### src/rtl/irq_pkg.sv
package irq_pkg;
  localparam int IRQ_LINES = 14;
  localparam int IRQ_IDX_W = $clog2(IRQ_LINES);
endpackage

### src/rtl/irq_pending.sv
module irq_pending #(
  parameter int NUM_LINES = irq_pkg::IRQ_LINES
) (
  input  logic                 clk,
  input  logic                 rst,
  input  logic [NUM_LINES-1:0] req,
  input  logic [NUM_LINES-1:0] clr_mask,
  output logic [NUM_LINES-1:0] pend_q
);
  logic [NUM_LINES-1:0] pend_d;

  always_comb pend_d = (pend_q & ~clr_mask) | req;

  always_ff @(posedge clk) begin
    if (rst) pend_q <= '0;
    else     pend_q <= pend_d;
  end

  AST_REQ_SETS_PEND: assert property (@(posedge clk) disable iff (rst)
    (|req) |=> ((pend_q & $past(req)) == $past(req)));
  AST_ACC_CLEARS_PEND: assert property (@(posedge clk) disable iff (rst)
    (|clr_mask) |=> ((pend_q & $past(clr_mask & ~req)) == '0));
endmodule

### src/rtl/irq_select.sv
module irq_select #(
  parameter int NUM_LINES = irq_pkg::IRQ_LINES,
  parameter int IDX_W     = irq_pkg::IRQ_IDX_W
) (
  input  logic                 clk,
  input  logic                 rst,
  input  logic [NUM_LINES-1:0] cand,
  output logic [NUM_LINES-1:0] grant,
  output logic [IDX_W-1:0]     idx
);
  logic [NUM_LINES:0] below_any;

  assign below_any[0] = 1'b0;
  for (genvar i = 0; i < NUM_LINES; i++) begin : g_prio
    assign grant[i]       = cand[i] & ~below_any[i];
    assign below_any[i+1] = below_any[i] | cand[i];
  end

  always_comb begin
    idx = '0;
    for (int i = 0; i < NUM_LINES; i++) begin
      if (grant[i]) idx = IDX_W'(i);
    end
  end

  AST_GRANT_ONEHOT: assert property (@(posedge clk) disable iff (rst)
    $onehot0(grant) && ((|cand) == (|grant)));
endmodule

### src/rtl/irq_mask_state.sv
module irq_mask_state #(
  parameter int NUM_LINES = irq_pkg::IRQ_LINES
) (
  input  logic                 clk,
  input  logic                 rst,
  input  logic                 fire,
  input  logic [NUM_LINES-1:0] clr_mask,
  input  logic                 sw_en_we,
  input  logic [NUM_LINES-1:0] sw_en_wdata,
  input  logic                 sw_gm_we,
  input  logic                 sw_gm_wdata,
  input  logic                 rs_ld,
  input  logic [NUM_LINES-1:0] rs_en,
  input  logic                 rs_gm,
  output logic [NUM_LINES-1:0] en_q,
  output logic                 gm_q
);
  logic [NUM_LINES-1:0] en_sel;
  logic                 gm_sel;

  always_comb begin
    en_sel = en_q;
    gm_sel = gm_q;
    if (rs_ld) begin
      en_sel = rs_en;
      gm_sel = rs_gm;
    end else begin
      if (sw_en_we) en_sel = sw_en_wdata;
      if (sw_gm_we) gm_sel = sw_gm_wdata;
    end
    if (fire) gm_sel = 1'b1;
  end

  always_ff @(posedge clk) begin
    if (rst) begin
      en_q <= '0;
      gm_q <= 1'b1;
    end else begin
      en_q <= en_sel & ~clr_mask;
      gm_q <= gm_sel;
    end
  end

  AST_ACC_SETS_GM: assert property (@(posedge clk) disable iff (rst)
    fire |=> gm_q);
  AST_ACC_CLEARS_EN: assert property (@(posedge clk) disable iff (rst)
    (|clr_mask) |=> ((en_q & $past(clr_mask)) == '0));
endmodule

### src/rtl/irq_arbiter.sv
module irq_arbiter #(
  parameter int NUM_LINES = irq_pkg::IRQ_LINES,
  parameter int IDX_W     = irq_pkg::IRQ_IDX_W
) (
  input  logic                 clk,
  input  logic                 rst,
  input  logic [NUM_LINES-1:0] irq_req,
  input  logic                 cpu_rdy,
  input  logic                 cpu_acc,
  input  logic                 sw_en_we,
  input  logic [NUM_LINES-1:0] sw_en_wdata,
  input  logic                 sw_gm_we,
  input  logic                 sw_gm_wdata,
  input  logic                 rs_ld,
  input  logic [NUM_LINES-1:0] rs_en,
  input  logic                 rs_gm,
  output logic                 take_vld,
  output logic [IDX_W-1:0]     take_idx
);
  logic [NUM_LINES-1:0] pend_q;
  logic [NUM_LINES-1:0] en_q;
  logic                 gm_q;
  logic [NUM_LINES-1:0] cand;
  logic [NUM_LINES-1:0] grant;
  logic [NUM_LINES-1:0] clr_mask;
  logic                 fire;

  assign cand     = pend_q & en_q;
  assign take_vld = cpu_rdy & ~gm_q & (|cand);
  assign fire     = cpu_acc & take_vld;
  assign clr_mask = grant & {NUM_LINES{fire}};

  irq_pending #(.NUM_LINES(NUM_LINES)) u_pend (
    .clk(clk), .rst(rst), .req(irq_req), .clr_mask(clr_mask), .pend_q(pend_q)
  );

  irq_select #(.NUM_LINES(NUM_LINES), .IDX_W(IDX_W)) u_sel (
    .clk(clk), .rst(rst), .cand(cand), .grant(grant), .idx(take_idx)
  );

  irq_mask_state #(.NUM_LINES(NUM_LINES)) u_mask (
    .clk(clk), .rst(rst), .fire(fire), .clr_mask(clr_mask),
    .sw_en_we(sw_en_we), .sw_en_wdata(sw_en_wdata),
    .sw_gm_we(sw_gm_we), .sw_gm_wdata(sw_gm_wdata),
    .rs_ld(rs_ld), .rs_en(rs_en), .rs_gm(rs_gm),
    .en_q(en_q), .gm_q(gm_q)
  );

  AST_GM_BLOCKS_TAKE: assert property (@(posedge clk) disable iff (rst)
    gm_q |-> !take_vld);
  AST_OFFER_IS_LIVE: assert property (@(posedge clk) disable iff (rst)
    take_vld |-> (pend_q[take_idx] && en_q[take_idx]));
endmodule

### config.mk
export PLATFORM = sky130hd
export DESIGN_NAME = irq_arbiter
export DESIGN_NICKNAME = d
export VERILOG_FILES = /design/src/rtl/irq_pkg.sv /design/src/rtl/irq_pending.sv /design/src/rtl/irq_select.sv /design/src/rtl/irq_mask_state.sv /design/src/rtl/irq_arbiter.sv
export SDC_FILE = /design/constraint.sdc
export NUM_CORES = 1
export LEC_CHECK = 0
export BUFFER_PORTS_ARGS = -buffer_cell sky130_fd_sc_hd__clkbuf_2
export CORE_MARGIN = 2
export CORE_UTILIZATION = 49
export DETAILED_ROUTE_END_ITERATION = 16
export GPL_ROUTABILITY_DRIVEN = 0
export PLACE_DENSITY = 0.85
export SYNTH_ARGS = -nofsm -noshare
export SYNTH_HDL_FRONTEND = slang
export SYNTH_SLANG_ARGS = --single-unit
### constraint.sdc
create_clock -name clk -period 2.48 [get_ports clk]
set_clock_uncertainty 0.1 [all_clocks]
set_input_delay 0.124 -clock clk [delete_from_list [all_inputs] [get_ports clk]]
set_output_delay 0.124 -clock clk [all_outputs]
set_load 0.01 [all_outputs]
Word-level counts from Yosys, hierarchy flattened
Index checks and enable logic that the tools add are counted.
- reductions and logical operators: 3
- equality and inequality tests: 0
- shifts and indexed selects: 0
- multiplexer cells: 17
- magnitude comparators: 0
- $add $sub $neg: 0
- div/mod/pow operators: 0
- multipliers: 0
- bitwise logic cells: 48
- operators by type and width (kind ; count):
    14-bit bitwise AND ; 4
    4-bit two-way mux ; 12
    14-bit two-way mux ; 2
    1-bit bitwise AND ; 16
    1-bit NOT ; 14
    14-bit NOT ; 1
    14-bit bitwise OR ; 1
    14-bit OR reduction ; 1
    1-bit bitwise OR ; 12
    1-bit two-way mux ; 3
    2-bit nonzero test ; 1
    2-bit OR reduction ; 1
- RAM bits: 0
- output and inout bits: 5
- bits in latches: 0
- flip-flop bits (word level): 29
- memories kept: 0
- ROM bits: 0

Logic depth before layout (Yosys ltp)
Gate-level depths: netlist of the first run.
- depth after elaboration: 19
- mapped depth: 6
- gate-level depth less buffers: 4

Modules after synthesis
From an unflattened synthesis of the first run, not the netlist that was laid out.
- cells, all modules: 221
- area total of the unflattened synthesis: 1876.8 sq um
- modules (own cells, without submodules) (module ; area each (sq um) ; cells an instance ; times used ; seq. area each (sq um)):
    irq_mask_state ; 787.0 ; 67 ; 1 ; 300.3
    irq_pending ; 501.7 ; 57 ; 1 ; 280.3
    irq_arbiter ; 316.6 ; 54 ; 1 ; 0.0
    irq_select ; 271.5 ; 43 ; 1 ; 0.0

Worst setup path after synthesis of the first run
Ideal clock, no wire load.
- kind: reg-to-output
- from: register u_mask.en_q[4]
- to: output take_vld
- data required time: 2.256 ns
- stages on the path, launching flop included: 6
- path buffers: 1
- slack: 0.531 ns
- arrival: 1.725 ns
- cells stage by stage: dfxtp_1 a222oi_1 nand2_1 or3_1 clkbuf_2 and3b_2
- longest elaborated chain between the ends: 3
- RTL lines (element ; RTL line ; source):
    start, declared ; irq_mask_state.sv:15 ; output logic [NUM_LINES-1:0] en_q,
    start signal, assigned ; irq_mask_state.sv:39 ; en_q <= en_sel & ~clr_mask;
    14-bit bitwise AND ; irq_arbiter.sv:28 ; assign cand = pend_q & en_q;
    14-bit OR reduction ; irq_arbiter.sv:29 ; assign take_vld = cpu_rdy & ~gm_q & (|cand);
    1-bit bitwise AND ; irq_arbiter.sv:29 ;
    end, declared ; irq_arbiter.sv:17 ; output logic take_vld,
Every way passes these cells.

Worst setup path in the final report of the first run
- from: register u_pend.pend_q[4]
- to: output take_idx[1]
- longest elaborated chain between the ends: 13
- elaborated cells between the ends (all ways): 39
- classes of those cells: mux: 10; bitwise: 29
- RTL lines (element ; RTL line ; source):
    start, declared ; irq_pending.sv:8 ; output logic [NUM_LINES-1:0] pend_q
    start signal, assigned ; irq_pending.sv:16 ; else pend_q <= pend_d;
    14-bit bitwise AND * ; irq_arbiter.sv:28 ;
    1-bit bitwise OR ; irq_select.sv:16 ; assign below_any[i+1] = below_any[i] | cand[i];
    1-bit NOT or 1-bit bitwise OR (tied branches) ; irq_select.sv:15, irq_select.sv:16 ;
    1-bit bitwise AND, or another cell as far along ; irq_select.sv:15 ; assign grant[i] = cand[i] & ~below_any[i];
    4-bit two-way mux, or another cell as far along (7 in series) ; irq_select.sv:22 ; if (grant[i]) idx = IDX_W'(i);
    4-bit two-way mux or 1-bit bitwise AND (tied branches) ; irq_select.sv:22, irq_select.sv:15 ;
    4-bit two-way mux * ; irq_select.sv:22 ;
    end, declared ; irq_arbiter.sv:18 ; output logic [IDX_W-1:0] take_idx
Every way passes the cells marked *; elsewhere a longest branch is shown, timed or not.

==> out/results.ini, run 1 <==
[global_route]
grt_max_degree=31
use_met1_pct=33.6
antenna_found_initial=0
busiest_layer=met2
grt_pass1_vias=1675
grt_pass1_wl_um=7400
grtUsageMet3_pct=6.09
met2_usage_pct=44.8
grt_usage_pct=26.5
overflow=0

[yosys]
ys_types=41
synth_compound_area_share_pct=23.0
ys_ff_latch=29
synth_area_leaders=dfxtp_1 (36%), mux2i_1 (9.4%), nor2_1 (6.8%)
synth_top_area_cell=dfxtp_1
synthSimpleGateAreaFrac_pct=27.7
synth_top_family_by_area=simple AND/OR/NAND/NOR gates
ys.warnings.count=0
synth_xor_area_share_pct=0
syn_area_um2=1600
synth_top_area_share_pct=36.3
syn-num-nets=255
synth_cells=204
synthAdderAreaFrac_pct=0
ys_seq_area_share_pct=36.2
synth.mux.area_fraction_pct=9.38
syn_avg_cell_area_um2=7.85

[setup_path]
worstPathRequired_ns=2.26
critPathArrivalTime_ns=2.13
path_class=reg2out
critPathMaxFanout=6
crit_path_end_kind=output port
r2r-end=u_pend.pend_q[8]
r2r_slack_ns=0.50
rr_startpoint=u_pend.pend_q[4]
critPathLaunchType=flop
worst-r2r-cell-count=6
cp-startpoint=u_pend.pend_q[4]

[floorplanning]
die_height_um=61.2
num_io_pins=56
die_width_um=61.2
start_util_pct=52.0
num_rows=20
fp.coreArea_um2=3080
design.die.area_um2=3740

[final_layout]
fillers=295
syn2layout_area_growth_pct=33.4
drive_gt1_share_pct=24.9
fin_nets=327
diodes=0
instances_no_fill=321
fin_util_pct=69.4

[power]
p_leak_uw=0.000959
max-vdd-ir-drop_mv=0.316
finalPower_uw=1060
p_per_area_nw_per_um2=497

[status]
status=finished, violations left
violations=negative hold slack

[worst_hold_path]
holdPathEnd=u_mask.en_q[9]
hold_depth=3
min_path_type=in2reg
hp-start=rs_en[9]

[sta]
max_slew_margin_pct=60.7
hold_viol=1
hold_slack_ns=-0.000409
fin_crit_sh_pct=94.9
rsz0062_at_grt=true
tns_ns=0
fmax_mhz=425
setup_viol=0
tightest_slew_ns=0.589
slew_viol_final=0
fin_crit_ns=2.35

[cts]
cts.clk_slew.worst_paths_ns=0.09
cts_sinks=29
cts_made_buffers=5
cts_tree=done
clock_latency_ns=0.33
htree_levels=2
cts_root_buf=clkbuf_4
clk_path_buf_depth=2

[route]
ant_nets=0
drt_pre_antenna_iters=5
wire_per_inst_um=13.9
post_drt_via_cell_ratio=5.72
drc=0
wirelength_um=4470
dr_total_vias=1836
drt_iter0_drc=102

[placement]
port_buffers=55
dp_hpwl_um=3060
dpl.cell_count=296

[job]
drv_cap=0

-- synthesized netlist by cell type, drive strengths merged --
cell type and n:
nor3 9, a41oi 1, and3b 2, nor3b 1, nand2b 2, a222oi 4
a221oi 1, o21bai 1, or2 1, inv 5, a211oi 7, or4 1
clkbuf 8, o22ai 1, a21oi 19, and2 2, a22oi 3, nand3 7
and3 1, o21ai 6, buf 2, a31oi 3, nand4 3, and4b 1
mux2i 15, nor4b 4, a21o 1, dfxtp 29, nand2 22, a311oi 6
nor2b 1, or3 1, nor2 29, o31ai 1, nand3b 1, and4 1
a32o 1, nor4 1
-- how the worst max path moves through the flow --
stage,end,slack [ns],cells after the start
after floorplan,take_vld,0.53,5
after global placement,take_vld,0.51,6
after detailed placement,take_vld,0.50,5
after CTS,take_vld,0.12,5
after global routing,take_idx[1],-0.01,6
final,take_idx[1],0.13,6
-- worst max-delay path, cell delays in order, from the launching register on --
cell,delay (ns)
dfxtp_1,0.33
a222oi_1,0.42
buf_4,0.21
nand4_1,0.23
a21oi_1,0.23
a32o_1,0.23
clkbuf_2,0.15
-- sequential cells by signal, summed over array words and instances (netlist names) --
| signal | cells |
|---|---|
| u_mask.en_q | 14 |
| u_pend.pend_q | 14 |
| u_mask.gm_q | 1 |
-- power by group --
| group | switching, uW | internal (uW) | leakage, uW |
|---|---|---|---|
| Combinational | 126 | 127 | 0.000691 |
| Clock | 158 | 113 | 0.0000265 |
| Sequential | 37.0 | 499 | 0.000242 |
-- area by class of cell --
type	count	area, um^2	area share, %
inverter	5	18.8	0.879
clock buffer	8	48.8	2.28
tap	44	55.1	2.58
sequential	29	581	27.2
timing repair buffer	75	465	21.8
multi-input combinational	160	967	45.3
-- routing by layer --
| metal | part of all wire [%] | vias up |
|---|---|---|
| li1 | - | 914 |
| met1 | 44 | 827 |
| met2 | 49 | 84 |
| met3 | 5.8 | 11 |
| met4 | 1.3 | 0 |
| met5 | 0 | - |
-- cell usage in the layout, fill, tap and decap left out, drive strengths merged, types with 2 or more instances in the layout --
master / instances
clkbuf: 63
nor2: 29
dfxtp: 29
nand2: 22
a21oi: 19
dlygate4sd3: 16
mux2i: 15
nor3: 9
nand3: 7
a211oi: 7
a311oi: 6
o21ai: 6
inv: 5
a222oi: 4
nor4b: 4
buf: 4
a22oi: 3
a31oi: 3
nand4: 3
and2: 2
nand2b: 2
and3b: 2
-- cells by family after synthesis --
| family | Yosys count |
|---|---|
| AND/OR/NAND/NOR | 90 |
| AO/OA/AOI/OAI | 55 |
| flip-flops | 29 |
| multiplexers | 15 |
| buffers and inverters | 15 |
-- timing repair --
item                                    in CTS  in global routing
hold endpoints to repair                    16                  0
setup buffers                                0                  1
resized for setup                            0                  1
endpoints found under the setup margin       0                  3
hold buffers                                16                  0
-- metrics by stage --
step                      setup slack [ns]  instance area, um^2
after detailed placement             0.499                 1910
after global placement               0.513                 1910
after CTS                            0.123                 2120
after global routing               -0.0137                 2140
after floorplan                      0.531                 1600
final                                0.125                 2140
(Power assumes the default switching activity.)
==> run 2: changes to the inputs <==
- CORE_UTILIZATION: 49 -> 51
- CTS_BUF_LIST: unset -> sky130_fd_sc_hd__clkbuf_8
- PLACE_DENSITY: 0.85 -> 0.87
==> run 2 against run 1 <==
Against the previous run:
- the flow now finishes without violations
- global-route usage decreased by 1.3 points
- sequential power hardly changed
- sequential share of layout area rose by 0.84 points
- critical path type unchanged
- total power rose by 6.3%
==> out/results.ini, run 2 (synthesis results as in run 1) <==
[cts]
cts_hold_buf=7
cts_root_buf=clkbuf_8
cts_tree=done
cts.clk_slew.worst_paths_ns=0.06
cts_sinks=29
cts_resized=0
htree_levels=2
clock_latency_ns=0.28
cts_made_buffers=5
cts_post_setup_buffers_inserted=0
clk_path_buf_depth=2

[sta]
max_slew_margin_pct=61.8
fin_crit_ns=2.29
fin_crit_sh_pct=92.5
setup_viol=0
tns_ns=0
hold_viol=0
fmax_mhz=436
rsz0062_at_grt=false
tightest_slew_ns=0.574
slew_viol_final=0

[setup_path]
critPathLaunchType=flop
critPathArrivalTime_ns=2.07
worstPathRequired_ns=2.26
critPathMaxFanout=7
path_class=reg2out
crit_path_end_kind=output port
r2r_slack_ns=0.62

[power]
max-vdd-ir-drop_mv=0.313
p_leak_uw=0.000947
p_per_area_nw_per_um2=544

[global_route]
grt_pass1_vias=1548
grt_pass1_wl_um=6710
grt_max_degree=31
overflow=0
antenna_found_initial=0
grt_usage_pct=25.2

[route]
dr_total_vias=1737
post_drt_via_cell_ratio=5.57
wire_per_inst_um=13.2
drt_pre_antenna_iters=5
wirelength_um=4130
ant_nets=0
drt_iter0_drc=90
drc=0

[final_layout]
layout_commonest_cell=clkbuf_2
seqCellArea_um2=581
final_cell_mix=clkbuf_2 (55), nor2_1 (29), dfxtp_1 (29)
multi_input_area_um2=962
fillers=258
syn2layout_area_growth_pct=29.4
reg_top3=u_mask.en_q (14), u_pend.pend_q (14), u_mask.gm_q (1)
instances_no_fill=312
fin_nets=318
drive_gt1_share_pct=25.4
fin_util_pct=68.4
diodes=0

[floorplanning]
die_width_um=60.0
die_height_um=60.0
design.die.area_um2=3600
start_util_pct=52.9
num_rows=20
fp.coreArea_um2=3030
num_io_pins=56

[worst_hold_path]
min_path_type=in2reg

[placement]
dpl.cell_count=297
port_buffers=55
dp_hpwl_um=3010

[job]
drv_cap=0

[status]
status=finished, final reports clean

## run 2: cell types whose count changed in the layout (fill, tap and decap cells not counted), sizes merged
cell         previous run  this run
inv                     5         8
dlygate4sd3            16         7
clkbuf                 63        60
## run 2: worst max-delay path, stage by stage, from the launching register on
cell and delay [ns]:
dfxtp_1 0.33, a222oi_1 0.43, nand2_1 0.13, or3_1 0.52
and3b_2 0.26, clkbuf_2 0.12
## run 2: layer usage
| metal | GRT usage (%) | wire [um] | up-vias |
|---|---|---|---|
| met2 | 38.8 | 1860 | 76 |
| met5 | 0 | 0 | - |
| li1 | - | - | 890 |
| met1 | 32.7 | 1930 | 764 |
| met3 | 8.23 | 274 | 7 |
| met4 | 9.52 | 70 | 0 |
## run 2: layout make-up
type | instances | area share, %
Clock inverter | 3 | 0.543
Clock buffer | 5 | 3.32
Multi-Input combinational cell | 160 | 46.4
Sequential cell | 29 | 28.0
Timing Repair Buffer | 66 | 18.1
Inverter | 5 | 0.906
Tap cell | 44 | 2.66
## run 2: through the flow
step	hold WS [ns]	power (uW)	setup WS, ns	cell area (um^2)
2_1_floorplan	0.141	677	0.531	1600
3_3_place_gp	0.239	764	0.528	1920
3_5_place_dp	0.248	768	0.502	1920
4_1_cts	0.00543	1130	0.193	2070
5_1_grt	0.0241	1180	0.0662	2070
6_report	0.0107	1130	0.186	2070
## run 2: where the power goes
part / switching, uW / leakage (uW) / internal, uW / total, uW
sequential: 34.2 / 0.000242 / 500 / 534
combinational: 122 / 0.000653 / 113 / 235
clock: 172 / 0.0000519 / 186 / 358
total: 328 / 0.000947 / 800 / 1130
## run 2: final timing paths
kind / startpoint / end / cells past startpoint
worst min-delay path: irq_req[10] / u_pend.pend_q[10] / 3
worst max-delay path: u_mask.en_q[4] / take_vld / 5
worst max register to register: u_mask.en_q[4] / u_pend.pend_q[4] / 4
worst min register to register: u_pend.pend_q[6] / u_pend.pend_q[6] / 2
